**src/rtl/pwm3_pkg.sv**
```systemverilog
package pwm3_pkg;
  typedef enum logic [1:0] {
    CM_UPDOWN = 2'd0,
    CM_UP     = 2'd1,
    CM_DOWN   = 2'd2,
    CM_HOLD   = 2'd3
  } cnt_mode_e;

  localparam logic [2:0] ST_OFF    = 3'd0;
  localparam logic [2:0] ST_LS_ON  = 3'd1;
  localparam logic [2:0] ST_HS_ON  = 3'd2;
  localparam logic [2:0] ST_LS_PWM = 3'd5;
  localparam logic [2:0] ST_HS_PWM = 3'd6;
  localparam logic [2:0] ST_COMP   = 3'd7;
endpackage

```
**src/rtl/pwm3_counter.sv**
```systemverilog
module pwm3_counter
  import pwm3_pkg::*;
#(
  parameter int CW  = 12,
  parameter int NPH = 3
) (
  input  logic              clk,
  input  logic              rst_n,
  input  logic              en_i,
  input  logic [1:0]        mode_i,
  input  logic [CW-1:0]     period_i,
  input  logic [NPH*CW-1:0] duty_i,
  output logic [CW-1:0]     cnt_o,
  output logic [NPH-1:0]    pwm_o
);
  logic [CW-1:0] cnt_q, cnt_n;
  logic          up_q, up_n;
  logic          bnd, load;
  logic [CW-1:0] sh_prd;
  logic [CW-1:0] sh_duty [NPH];

  // next-count logic per direction mode; bnd marks the period boundary
  always_comb begin
    cnt_n = cnt_q;
    up_n  = up_q;
    bnd   = 1'b0;
    unique case (cnt_mode_e'(mode_i))
      CM_UP: begin
        if (cnt_q >= sh_prd) begin
          bnd   = 1'b1;
          cnt_n = '0;
        end else begin
          cnt_n = cnt_q + 1'b1;
        end
      end
      CM_DOWN: begin
        if (cnt_q == '0) begin
          bnd   = 1'b1;
          cnt_n = period_i;
        end else begin
          cnt_n = cnt_q - 1'b1;
        end
      end
      CM_UPDOWN: begin
        if (up_q) begin
          if (cnt_q >= sh_prd) begin
            up_n  = 1'b0;
            cnt_n = (cnt_q == '0) ? '0 : cnt_q - 1'b1;
          end else begin
            cnt_n = cnt_q + 1'b1;
          end
        end else if (cnt_q == '0) begin
          bnd   = 1'b1;
          up_n  = 1'b1;
          cnt_n = (period_i == '0) ? '0 : CW'(1);
        end else begin
          cnt_n = cnt_q - 1'b1;
        end
      end
      CM_HOLD: cnt_n = cnt_q;
    endcase
    if (!en_i) begin
      cnt_n = '0;
      up_n  = 1'b1;
    end
  end

  assign load = bnd | ~en_i;

  always_ff @(posedge clk or negedge rst_n) begin
    if (!rst_n) begin
      cnt_q  <= '0;
      up_q   <= 1'b1;
      sh_prd <= '0;
    end else begin
      cnt_q <= cnt_n;
      up_q  <= up_n;
      if (load) sh_prd <= period_i;
    end
  end

  for (genvar p = 0; p < NPH; p++) begin : g_cmp
    always_ff @(posedge clk or negedge rst_n) begin
      if (!rst_n)    sh_duty[p] <= '0;
      else if (load) sh_duty[p] <= duty_i[p*CW +: CW];
    end
    assign pwm_o[p] = en_i & (cnt_q < sh_duty[p]);
  end

  assign cnt_o = cnt_q;
endmodule

```
**src/rtl/pwm3_phase.sv**
```systemverilog
module pwm3_phase
  import pwm3_pkg::*;
#(
  parameter int DTW = 8
) (
  input  logic           clk,
  input  logic           rst_n,
  input  logic           pwm_i,
  input  logic           act_i,
  input  logic [2:0]     state_i,
  input  logic [DTW-1:0] dly_i,
  output logic           hs_o,
  output logic           ls_o
);
  logic [1:0]     want, want_q;   // {hs, ls}
  logic [DTW-1:0] dly, tmr_q, tmr_n;

  always_comb begin
    unique case (state_i)
      ST_OFF:    want = 2'b00;
      ST_LS_ON:  want = 2'b01;
      ST_HS_ON:  want = 2'b10;
      ST_LS_PWM: want = {1'b0, pwm_i};
      ST_HS_PWM: want = {pwm_i, 1'b0};
      ST_COMP:   want = {pwm_i, ~pwm_i};
      default:   want = 2'b00;
    endcase
    if (!act_i) want = 2'b00;
  end

  // dead time applies only to the complementary pair
  assign dly = (state_i == ST_COMP) ? dly_i : '0;

  always_comb begin
    if (dly == '0)            tmr_n = '0;
    else if (want != want_q)  tmr_n = dly;
    else if (tmr_q != '0)     tmr_n = tmr_q - 1'b1;
    else                      tmr_n = '0;
  end

  always_ff @(posedge clk or negedge rst_n) begin
    if (!rst_n) begin
      want_q <= 2'b00;
      tmr_q  <= '0;
      hs_o   <= 1'b0;
      ls_o   <= 1'b0;
    end else begin
      want_q <= want;
      tmr_q  <= tmr_n;
      hs_o   <= want[1] & (tmr_n == '0);
      ls_o   <= want[0] & (tmr_n == '0);
    end
  end
endmodule

```
**src/rtl/pwm3_gen.sv**
```systemverilog
module pwm3_gen
  import pwm3_pkg::*;
#(
  parameter int CW      = 12,
  parameter int NPH     = 3,
  parameter int DT_STEP = 25
) (
  input  logic              clk,
  input  logic              rst_n,
  input  logic              enable_i,
  input  logic [1:0]        cnt_mode_i,
  input  logic [CW-1:0]     period_i,
  input  logic [NPH*CW-1:0] duty_i,
  input  logic [NPH*3-1:0]  state_i,
  input  logic [2:0]        dt_sel_i,
  input  logic              fault_off_i,
  output logic [NPH-1:0]    gate_hs_o,
  output logic [NPH-1:0]    gate_ls_o
);
  localparam int DT_MAX = 7 * DT_STEP;
  localparam int DTW    = $clog2(DT_MAX + 1);

  logic [CW-1:0]  cnt_w;
  logic [NPH-1:0] pwm_w;
  logic [DTW-1:0] dly_w;
  logic           act_w;

  assign dly_w = DTW'(32'(dt_sel_i) * DT_STEP);
  assign act_w = enable_i & ~fault_off_i;

  pwm3_counter #(.CW(CW), .NPH(NPH)) u_cnt (
    .clk      (clk),
    .rst_n    (rst_n),
    .en_i     (enable_i),
    .mode_i   (cnt_mode_i),
    .period_i (period_i),
    .duty_i   (duty_i),
    .cnt_o    (cnt_w),
    .pwm_o    (pwm_w)
  );

  for (genvar p = 0; p < NPH; p++) begin : g_ph
    pwm3_phase #(.DTW(DTW)) u_ph (
      .clk     (clk),
      .rst_n   (rst_n),
      .pwm_i   (pwm_w[p]),
      .act_i   (act_w),
      .state_i (state_i[p*3 +: 3]),
      .dly_i   (dly_w),
      .hs_o    (gate_hs_o[p]),
      .ls_o    (gate_ls_o[p])
    );
  end
endmodule

```
**config.mk**
```make
export PLATFORM = sky130hd
export DESIGN_NAME = pwm3_gen
export DESIGN_NICKNAME = d
export VERILOG_FILES = /design/src/rtl/pwm3_pkg.sv /design/src/rtl/pwm3_counter.sv /design/src/rtl/pwm3_phase.sv /design/src/rtl/pwm3_gen.sv
export SDC_FILE = /design/constraint.sdc
export NUM_CORES = 1
export LEC_CHECK = 0
export BUFFER_PORTS_ARGS = -buffer_cell sky130_fd_sc_hd__buf_2
export CAP_MARGIN = 0
export CELL_PAD_IN_SITES_DETAIL_PLACEMENT = 1
export CELL_PAD_IN_SITES_GLOBAL_PLACEMENT = 1
export CORE_AREA = 2 2 118 143
export DETAILED_ROUTE_END_ITERATION = 16
export DIE_AREA = 0 0 120 145
export PLACE_DENSITY_LB_ADDON = 0.08
export SLEW_MARGIN = 20
export SYNTH_ARGS = -nofsm -noshare
export SYNTH_HDL_FRONTEND = slang
export SYNTH_SLANG_ARGS = --single-unit
```
**constraint.sdc**
```tcl
create_clock -name clk -period 3.15 [get_ports clk]
set_clock_uncertainty 0.15 [all_clocks]
set_input_delay 0.1575 -clock clk [delete_from_list [all_inputs] [get_ports clk]]
set_output_delay 0.1575 -clock clk [all_outputs]
set_load 0.03 [all_outputs]
```
After elaboration in Yosys (flattened, before gate mapping) --
Cells that the tools add are included.
Operators by class: mux-type cells 35, reductions and logical operators 12, bitwise operators 16, eq/ne operators 23, add/subtract/negate cells 5, $lt $le $gt $ge 4, multipliers 1
Operators by type and width (number):
- $mux 8 | 12
- $mux 12 | 7
- $logic_not 8->1 | 6
- $lt 12x12->1 | 3
- $pmux 12 s3 | 1
- $pmux 2 s5 | 3
- $eq 3x3->1 const B | 9
- $logic_not 12->1 | 2
- $reduce_bool 8->1 | 3
- $sub 8x1->8 const B | 3
- $add 12x1->12 const B | 1
- $ge 12x12->1 | 1
- $sub 12x1->12 const B | 1
- $and 1x1->1 | 10
- $eq 3x1->1 const B | 3
- $eq 3x2->1 const B | 3
- $mul 3x5->8 const B | 1
- $mux 1 | 8
- $mux 2 | 3
- $ne 2x2->1 | 3
- $not 1->1 | 5
- $eq 2x2->1 const B | 2
- $pmux 1 s3 | 1
- $eq 2x1->1 const B | 1
- 4 further kinds | 4
Word-level totals: output and inout bits 6, input port bits 66, logic and storage cells 114, register bits 97

Longest topological paths before layout --
Gate-level depths: netlist (run 1).
depth after elaboration 10, gate-level depth with buffers 11, gate-level depth less buffers 11

Cells and area by module --
A second synthesis (run 1) with hierarchy kept.
Unflattened totals: cell total of the unflattened synthesis 803, area, all modules 7495.9 µm²
Modules (own cells, without submodules):
- pwm3_counter | times used 1, area an instance 4531.8 µm², cells an instance 471, seq. area each 1527.7 µm²
- pwm3_phase (g_ph[0].u_ph ...) | times used 2, area an instance 938.4 µm², cells an instance 108, seq. area each 300.3 µm²
- pwm3_phase (g_ph[2].u_ph) | times used 1, area an instance 1004.7 µm², cells an instance 107, seq. area each 300.3 µm²
- pwm3_gen | times used 1, area an instance 82.6 µm², cells an instance 9, seq. area each 0.0 µm²

Worst setup path after synthesis (run 1) --
No wires, ideal clock.
kind register to register, from register u_cnt.cnt_q[0], in the netlist u_cnt.cnt_o[0], to register u_cnt.sh_duty[0] in the netlist's numbering, setup time 0.127 ns, path buffers 3, stages on the path, launching flop included 12, required time 2.873 ns, setup slack 0.434 ns, period minus slack after synthesis 2.716 ns, arrival time 2.439 ns, cell sequence dfrtp_1 buf_2 inv_1 ha_1 nor2b_1 o21ai_1 a221oi_2 o21ai_1 a31oi_1 buf_4 buf_6 mux2_1
On the way: cells in the longest elaborated chain, start to end 5, elaborated cells on any way between the ends 7, classes of those cells order compare: 1; mux: 4; bitwise: 1; reduce/logical: 1
RTL lines:
- start, declared | RTL line pwm3_counter.sv:16 | logic [CW-1:0] cnt_q, cnt_n;
- start signal, assigned | RTL line pwm3_counter.sv:76 | cnt_q <= cnt_n;
- branches (longest 3 deep; another with $ge 12x12->1)
- $pmux 1 s3 * | RTL line pwm3_counter.sv:27 | unique case (cnt_mode_e'(mode_i))
- $or 1x1->1 * | RTL line pwm3_counter.sv:68 | assign load = bnd | ~en_i;
- end signal, assigned by index | RTL line pwm3_counter.sv:85 | else if (load) sh_duty[p] <= duty_i[p*CW +: CW];
- end, declared | RTL line pwm3_counter.sv:20 | logic [CW-1:0] sh_duty [NPH];
Every way passes the cells marked *. A chain may end at the register's enable or synchronous reset.

Worst setup path after layout (run 1) --
from input port dt_sel_i[1], to register g_ph[2].u_ph.ls_o
On the way: cells in the longest elaborated chain, start to end 6, elaborated cells on any way between the ends 7, classes of those cells mul: 1; mux: 3; bitwise: 1; reduce/logical: 2
RTL lines:
- start, declared | RTL line pwm3_gen.sv:15 | input logic [2:0] dt_sel_i,
- $mul 3x5->8 * | RTL line pwm3_gen.sv:28 | assign dly_w = DTW'(32'(dt_sel_i) * DT_STEP);
- $mux 8 * | RTL line pwm3_phase.sv:32 | assign dly = (state_i == ST_COMP) ? dly_i : '0;
- $logic_not 8->1 / $mux 8 (equally long branches) | RTL line pwm3_phase.sv:35, pwm3_phase.sv:36
- $mux 8 * | RTL line pwm3_phase.sv:35 | if (dly == '0) tmr_n = '0;
- $logic_not 8->1 * | RTL line pwm3_phase.sv:51 | ls_o <= want[0] & (tmr_n == '0);
- $and 1x1->1 * | RTL line pwm3_phase.sv:51
- end signal, assigned | RTL line pwm3_phase.sv:51
- end, declared | RTL line pwm3_phase.sv:13 | output logic ls_o
Mark *: on every way between the ends. The rest lies on a longest branch, timed or not.

==> flow_metrics.tcl, run 1 <==
set metrics [dict create \
    ys_ff_latch 97 \
    n_fill_cell 1839 \
    postSynth.asyncResetShare_pct 100 \
    gp_congestion 0.915 \
    synthCells 743 \
    rows 51 \
    grt_antenna_before_repair 0 \
    drc 0 \
    io_buffers 71 \
    hold_violations 0 \
    die_w_microns 120 \
    finalSetupViolCount 0 \
    pin_count 72 \
    slew_viol_final 0 \
    yosysWarnings 0 \
    wirelength_mm 22.1 \
    final_util_pct 54.3 \
    start_kind "input port" \
    root_buffer "clkbuf_16" \
    fin_crit_sh_pct 96.9 \
    place_inst 1023 \
    critPathMaxStageDelay_ns 0.56 \
    synth-edff-count 0 \
    crit_path_end_kind "flop" \
    critPathBufInv 4 \
    p_leak_uw 0.00412 \
    worstPathRequired_ns 3.25 \
    die-area_sq_um 17400 \
    grt_max_degree 59 \
    fmax_mhz 328 \
    crit_path_top_delay_cell "or4_4" \
    yosysUniqueCellTypes 88 \
    diodes 0 \
    synthTopCellsByCount "dfrtp_1, nand2_1, inv_1" \
    syn-num-nets 867 \
    die-height_microns 145 \
    start_util_pct 44.0 \
    final_nets 1007 \
    critPathKind "input port to flop" \
    outcome "complete, no violations" \
    pre_cts_ws_ns 0.221 \
    tightest_slew_ns 0.963 \
    worstPathArrival_ns 3.16 \
    numCtsBuffers 9 \
    synthMostInstantiatedCell "dfrtp_1" \
    yosys.area.top_type "dfrtp_1" \
    min_path_type "input port to flop" \
    wire_per_inst_microns 20.1 \
    viasPerCell 5.63 \
    seq_area_frac_synth_pct 34.4 \
    ant_nets 0 \
    post-route-min-period_ns 3.05 \
    synth_flop_cell "dfrtp_1" \
    path_cells "dlygate4sd3_1 -> buf_6 -> inv_1 -> ha_1 -> inv_2 -> ha_4 -> or4_1 -> or4_4 -> nand2_4 -> nor2_4 -> o41ai_2 -> and3b_2 -> nor4_4" \
    ir_worst_vdd_uv 303 \
    layout-drive-gt1-share_pct 21.3 \
    synth.area.top_cells "dfrtp_1, ha_1, mux2_2" \
    grt_pass1_vias 6820 \
    cts.reportedPaths.clkPinSlew_ns 0.07 \
    placeableCoreArea_sq_um 16000 \
    critical_path.top_delay_family "simple AND/OR/NAND/NOR gates" \
    clk_latency_ns 0.36 \
    fin_cells 1100 \
    syn_to_final_growth_pct 23.4 \
    slew_headroom_pct 35.3 \
    synth.avg_cell_area_sq_um 9.49 \
    htree_levels 3 \
    worst_slack_ns 0.0972 \
    cts.path.max_buffers 2 \
    drv_cap 0 \
    vias 6188 \
    p_total_uw 4700 \
    grt_pass1_wl_mm 35.1 \
    synth.top_cell.area_share_pct 34.1 \
    critical_path_peak_fanout 6 \
    drt_iter0_drc 359 \
    dp_hpwl_mm 16.5 \
    synthesis.area_sq_um 7050 \
    grt.total_usage_pct 25.9 \
    p_per_area_nw_per_um2 540 \
    clock_sinks 97 \
    grt_overflow 0 \
    cts_tree "yes" \
    dr.pass1.iters 4 \
]
[cell usage in the layout (no fill, tap or decap), types with 4 or more instances in the layout]
cell type	n
dfrtp_1	96
buf_2	69
nand2_1	66
inv_1	64
ha_1	57
dlygate4sd3_1	56
nor2_1	35
a21oi_1	32
buf_4	32
nand3_1	29
mux2_2	28
mux2i_1	25
o21ai_0	25
mux2_1	21
xor2_1	17
xnor2_1	16
nor3_1	12
o22ai_1	10
and3_1	10
nor4_1	10
a21o_1	9
clkbuf_16	9
nand2b_1	8
or3_1	8
nor2b_1	7
a31oi_1	6
a211oi_1	5
o2111ai_1	5
nand4_1	5
o21ai_1	5
o211ai_1	4
nor4b_1	4
and2_1	4
[final cells by class]
cell class / count / area (sq um) / area share (%)
repair buffers: 161 / 1220 / 14.0
inverters: 66 / 248 / 2.85
multi-input cells: 548 / 4230 / 48.6
clock buffers: 11 / 233 / 2.68
clock inverters: 5 / 80.1 / 0.920
flip-flops and latches: 97 / 2430 / 27.9
well taps: 212 / 265 / 3.05
[power by group]
part           internal [uW]  switching (uW)  total [uW]
sequential              1410             152        1560
combinational            841            1090        1930
clock                    696             510        1210
[per-stage QoR]
step	TNS (ns)	instance area [sq um]	hold WS (ns)
after detailed placement	0	7750	0.172
after CTS	0	8610	0.000599
after floorplan	0	7050	-0.288
final	0	8700	0.0377
after global placement	0	7750	0.158
after global routing	-0.0230	8700	0.0343
[layer usage]
metal,up-vias,track usage (%),part of all wire [%]
met1,3111,28.7,40
met2,108,48.5,54
li1,2929,-,-
met3,40,3.30,2.6
met5,-,0,0
met4,0,11.5,3.5
[worst register-to-register path, cell delays in order (launching register included)]
cell and delay (ns):
dfrtp_1 0.38, inv_1 0.16, ha_1 0.26, nor2b_1 0.13
o21ai_1 0.17, a221oi_2 0.37, o21ai_1 0.21, a31oi_4 0.36
buf_12 0.23, mux2_2 0.40
[what timing repair did]
item | CTS | global route
hold buffers | 55 | 1
setup buffers | 0 | 5
resized for setup | 0 | 10
hold endpoints to repair | 115 | 1
endpoints found under the setup margin | 0 | 6
[worst paths after layout]
kind / start / end / slack, ns / cells after the start
worst max-delay path: dt_sel_i[1] / g_ph[2].u_ph.ls_o / 0.1 / 13
worst min-delay path: state_i[5] / g_ph[1].u_ph.want_q[1] / 0.04 / 3
worst max register to register: u_cnt.cnt_o[0] / u_cnt.sh_duty[27] / 0.21 / 9
worst min register to register: u_cnt.sh_duty[19] / u_cnt.sh_duty[19] / 0.34 / 1
max in group asynchronous: rst_n / u_cnt.sh_prd[3] / 1.87 / 3
min in group asynchronous: rst_n / g_ph[1].u_ph.want_q[1] / 0.30 / 2
[cell families after synthesis]
family                   after synthesis  share of synthesized area, %
AO/OA/AOI/OAI                        144                          14.3
flip-flops                            97                          34.4
multiplexers                          75                          11.6
AND/OR/NAND/NOR                      238                          19.0
adder cells (fa/ha/maj)               58                          10.3
XOR/XNOR                              33                          4.10
buffers and inverters                 98                          6.26
[flip-flops by register name, summed over array words and instances (netlist names)]
name / cells
g_ph.u_ph.hs_o: 3
g_ph.u_ph.ls_o: 3
g_ph.u_ph.tmr_q: 24
g_ph.u_ph.want_q: 6
u_cnt.cnt_o: 12
u_cnt.sh_duty: 36
u_cnt.sh_prd: 12
u_cnt.up_q: 1
No activity file was read; power rests on OpenSTA's default activity.
==> run 2, diff against run 1 <==
- HOLD_SLACK_MARGIN: unset -> 0.05
==> run 2 against run 1 <==
  * Final area grew 0.76%
  * Largest cell class unchanged
  * Count of clock-buffer cells in the layout unchanged
  * Worst setup slack better by 0.0078 ns
  * Highest routed layer unchanged
  * Combinational power barely moved
  * Fmax is 0.26% higher
  * Die area unchanged
  * Critical endpoint unchanged
  * Wire length rose by 0.70%
  * First-iteration DRC count is 17% lower
==> flow_metrics.tcl, run 2 (same netlist as run 1, synthesis figures left out) <==
set metrics [dict create \
    wire_per_inst_microns 20.1 \
    top_layer_used "met4" \
    pin_count 72 \
    met1Wirelength_mm 8.89 \
    rsz0062_at_grt "no" \
    p_leak_uw 0.00415 \
    p_total_uw 4710 \
    start_kind "input port" \
    route.met2.wl_mm 12.0 \
    final_common_cell "dfrtp_1" \
    vias 6227 \
    numCtsBuffers 9 \
    place_inst 1023 \
    final_nets 1012 \
    slew_viol_final 0 \
    ir_worst_vdd_uv 301 \
    cts_tree "yes" \
    io_buffers 71 \
    slew_headroom_pct 36.7 \
    diodes 0 \
    grt_pass1_vias 6860 \
    post-route-min-period_ns 3.04 \
    die_w_microns 120 \
    timing.rr.end "u_cnt.sh_duty[27]" \
    drt_iter0_drc 299 \
    wirelength_mm 22.3 \
    reg2reg_setup_slack_ns 0.21 \
    grt_pass1_wl_mm 35.4 \
    crit_path_end_kind "flop" \
    grt_antenna_before_repair 0 \
    r2r-start "u_cnt.cnt_o[0]" \
    p_per_area_nw_per_um2 537 \
    gp_congestion 0.915 \
    final_cell_mix "dfrtp_1, buf_2, nand2_1, inv_1, dlygate4sd3_1" \
    dr_wl_met3_microns 583 \
    clock_sinks 97 \
    setup_tns_ns 0 \
    whs_path_depth 3 \
    worstPathRequired_ns 3.25 \
    worstHoldStart "cnt_mode_i[1]" \
    grt.total_usage_pct 26.1 \
    htree_levels 3 \
    placed_area_sq_um 7750 \
    fin_area_sq_um 8770 \
    grt_max_degree 59 \
    worstPathArrival_ns 3.15 \
    whs_endpoint "u_cnt.cnt_o[8]" \
    drc 0 \
    fin_cells 1105 \
    root_buffer "clkbuf_16" \
    rr_worst_depth 9 \
    min_path_type "input port to flop" \
    cts.path.max_buffers 2 \
    viasPerCell 5.64 \
    rows 51 \
    dr.pass1.iters 5 \
    largest_register_ffs 36 \
    die-area_sq_um 17400 \
    grt_overflow 0 \
    die-height_microns 145 \
    clk_latency_ns 0.36 \
    placeableCoreArea_sq_um 16000 \
    critical_path_peak_fanout 6 \
    outcome "complete, no violations" \
    fin_crit_sh_pct 96.7 \
    finalSetupViolCount 0 \
    final_util_pct 54.7 \
    drv_cap 0 \
    regMostFlops "u_cnt.sh_duty" \
    syn_to_final_growth_pct 24.3 \
    layout-drive-gt1-share_pct 21.4 \
    cts.reportedPaths.clkPinSlew_ns 0.06 \
    ant_nets 0 \
    hold_violations 0 \
    largestRegisters "u_cnt.sh_duty: 36 flops, g_ph.u_ph.tmr_q: 24 flops" \
    critPathKind "input port to flop" \
    tightest_slew_ns 0.942 \
    n_fill_cell 1832 \
    fmax_mhz 328 \
    start_util_pct 44.0 \
    dp_hpwl_mm 16.5 \
]
run 2: timing repair:
action                     4_1_cts  5_1_grt
gates resized for setup          0       12
hold buffers                    61        0
buffers inserted                 0        6
setup endpoints to repair        0        7
hold endpoints to repair       123        0
run 2: final cells by class:
cell class	count	area, sq um	share of cell area, %
clock inverters	5	80.1	0.914
flip-flops and latches	97	2430	27.7
well taps	212	265	3.03
repair buffers	166	1270	14.5
clock buffers	11	233	2.65
multi-input cells	548	4240	48.4
inverters	66	248	2.83
run 2: how the worst max path moves through the flow:
stage                              start                     end  slack, ns  depth (start not counted)
after floorplan           u_cnt.cnt_o[0]        u_cnt.sh_duty[0]       0.43                         11
after global placement       dt_sel_i[1]       g_ph[2].u_ph.hs_o       0.31                         12
after detailed placement     dt_sel_i[1]       g_ph[1].u_ph.ls_o       0.22                         12
after CTS                 u_cnt.cnt_o[7]  g_ph[1].u_ph.want_q[1]       0.04                          9
after global routing         dt_sel_i[1]       g_ph[2].u_ph.ls_o      0.005                         13
final                        dt_sel_i[1]       g_ph[2].u_ph.ls_o       0.11                         13
run 2: per-stage QoR:
stage          hold WS (ns)  worst slack [ns]
2_1_floorplan        -0.288             0.434
3_3_place_gp          0.158             0.310
3_5_place_dp          0.172             0.221
4_1_cts               0.103            0.0433
5_1_grt               0.126           0.00512
6_report              0.125             0.105
run 2: routing by layer:
| layer | up-vias | global-route usage, % |
|---|---|---|
| met5 | - | 0 |
| met4 | 0 | 11.8 |
| met3 | 42 | 3.46 |
| met2 | 118 | 48.7 |
| met1 | 3129 | 29.0 |
| li1 | 2938 | - |
run 2: power by group:
part	switching, uW	internal (uW)	total, uW
Clock	507	696	1200
Combinational	1090	848	1940
Sequential	152	1410	1560
Total	1750	2960	4710
run 2: critical path, stage by stage:
cell	delay, ns
dlygate4sd3_1	0.55
buf_6	0.11
inv_1	0.04
ha_1	0.29
inv_2	0.07
ha_4	0.21
or4_1	0.51
or4_4	0.56
nand2_4	0.11
nor2_4	0.06
o41ai_2	0.06
and3b_2	0.27
nor4_4	0.14
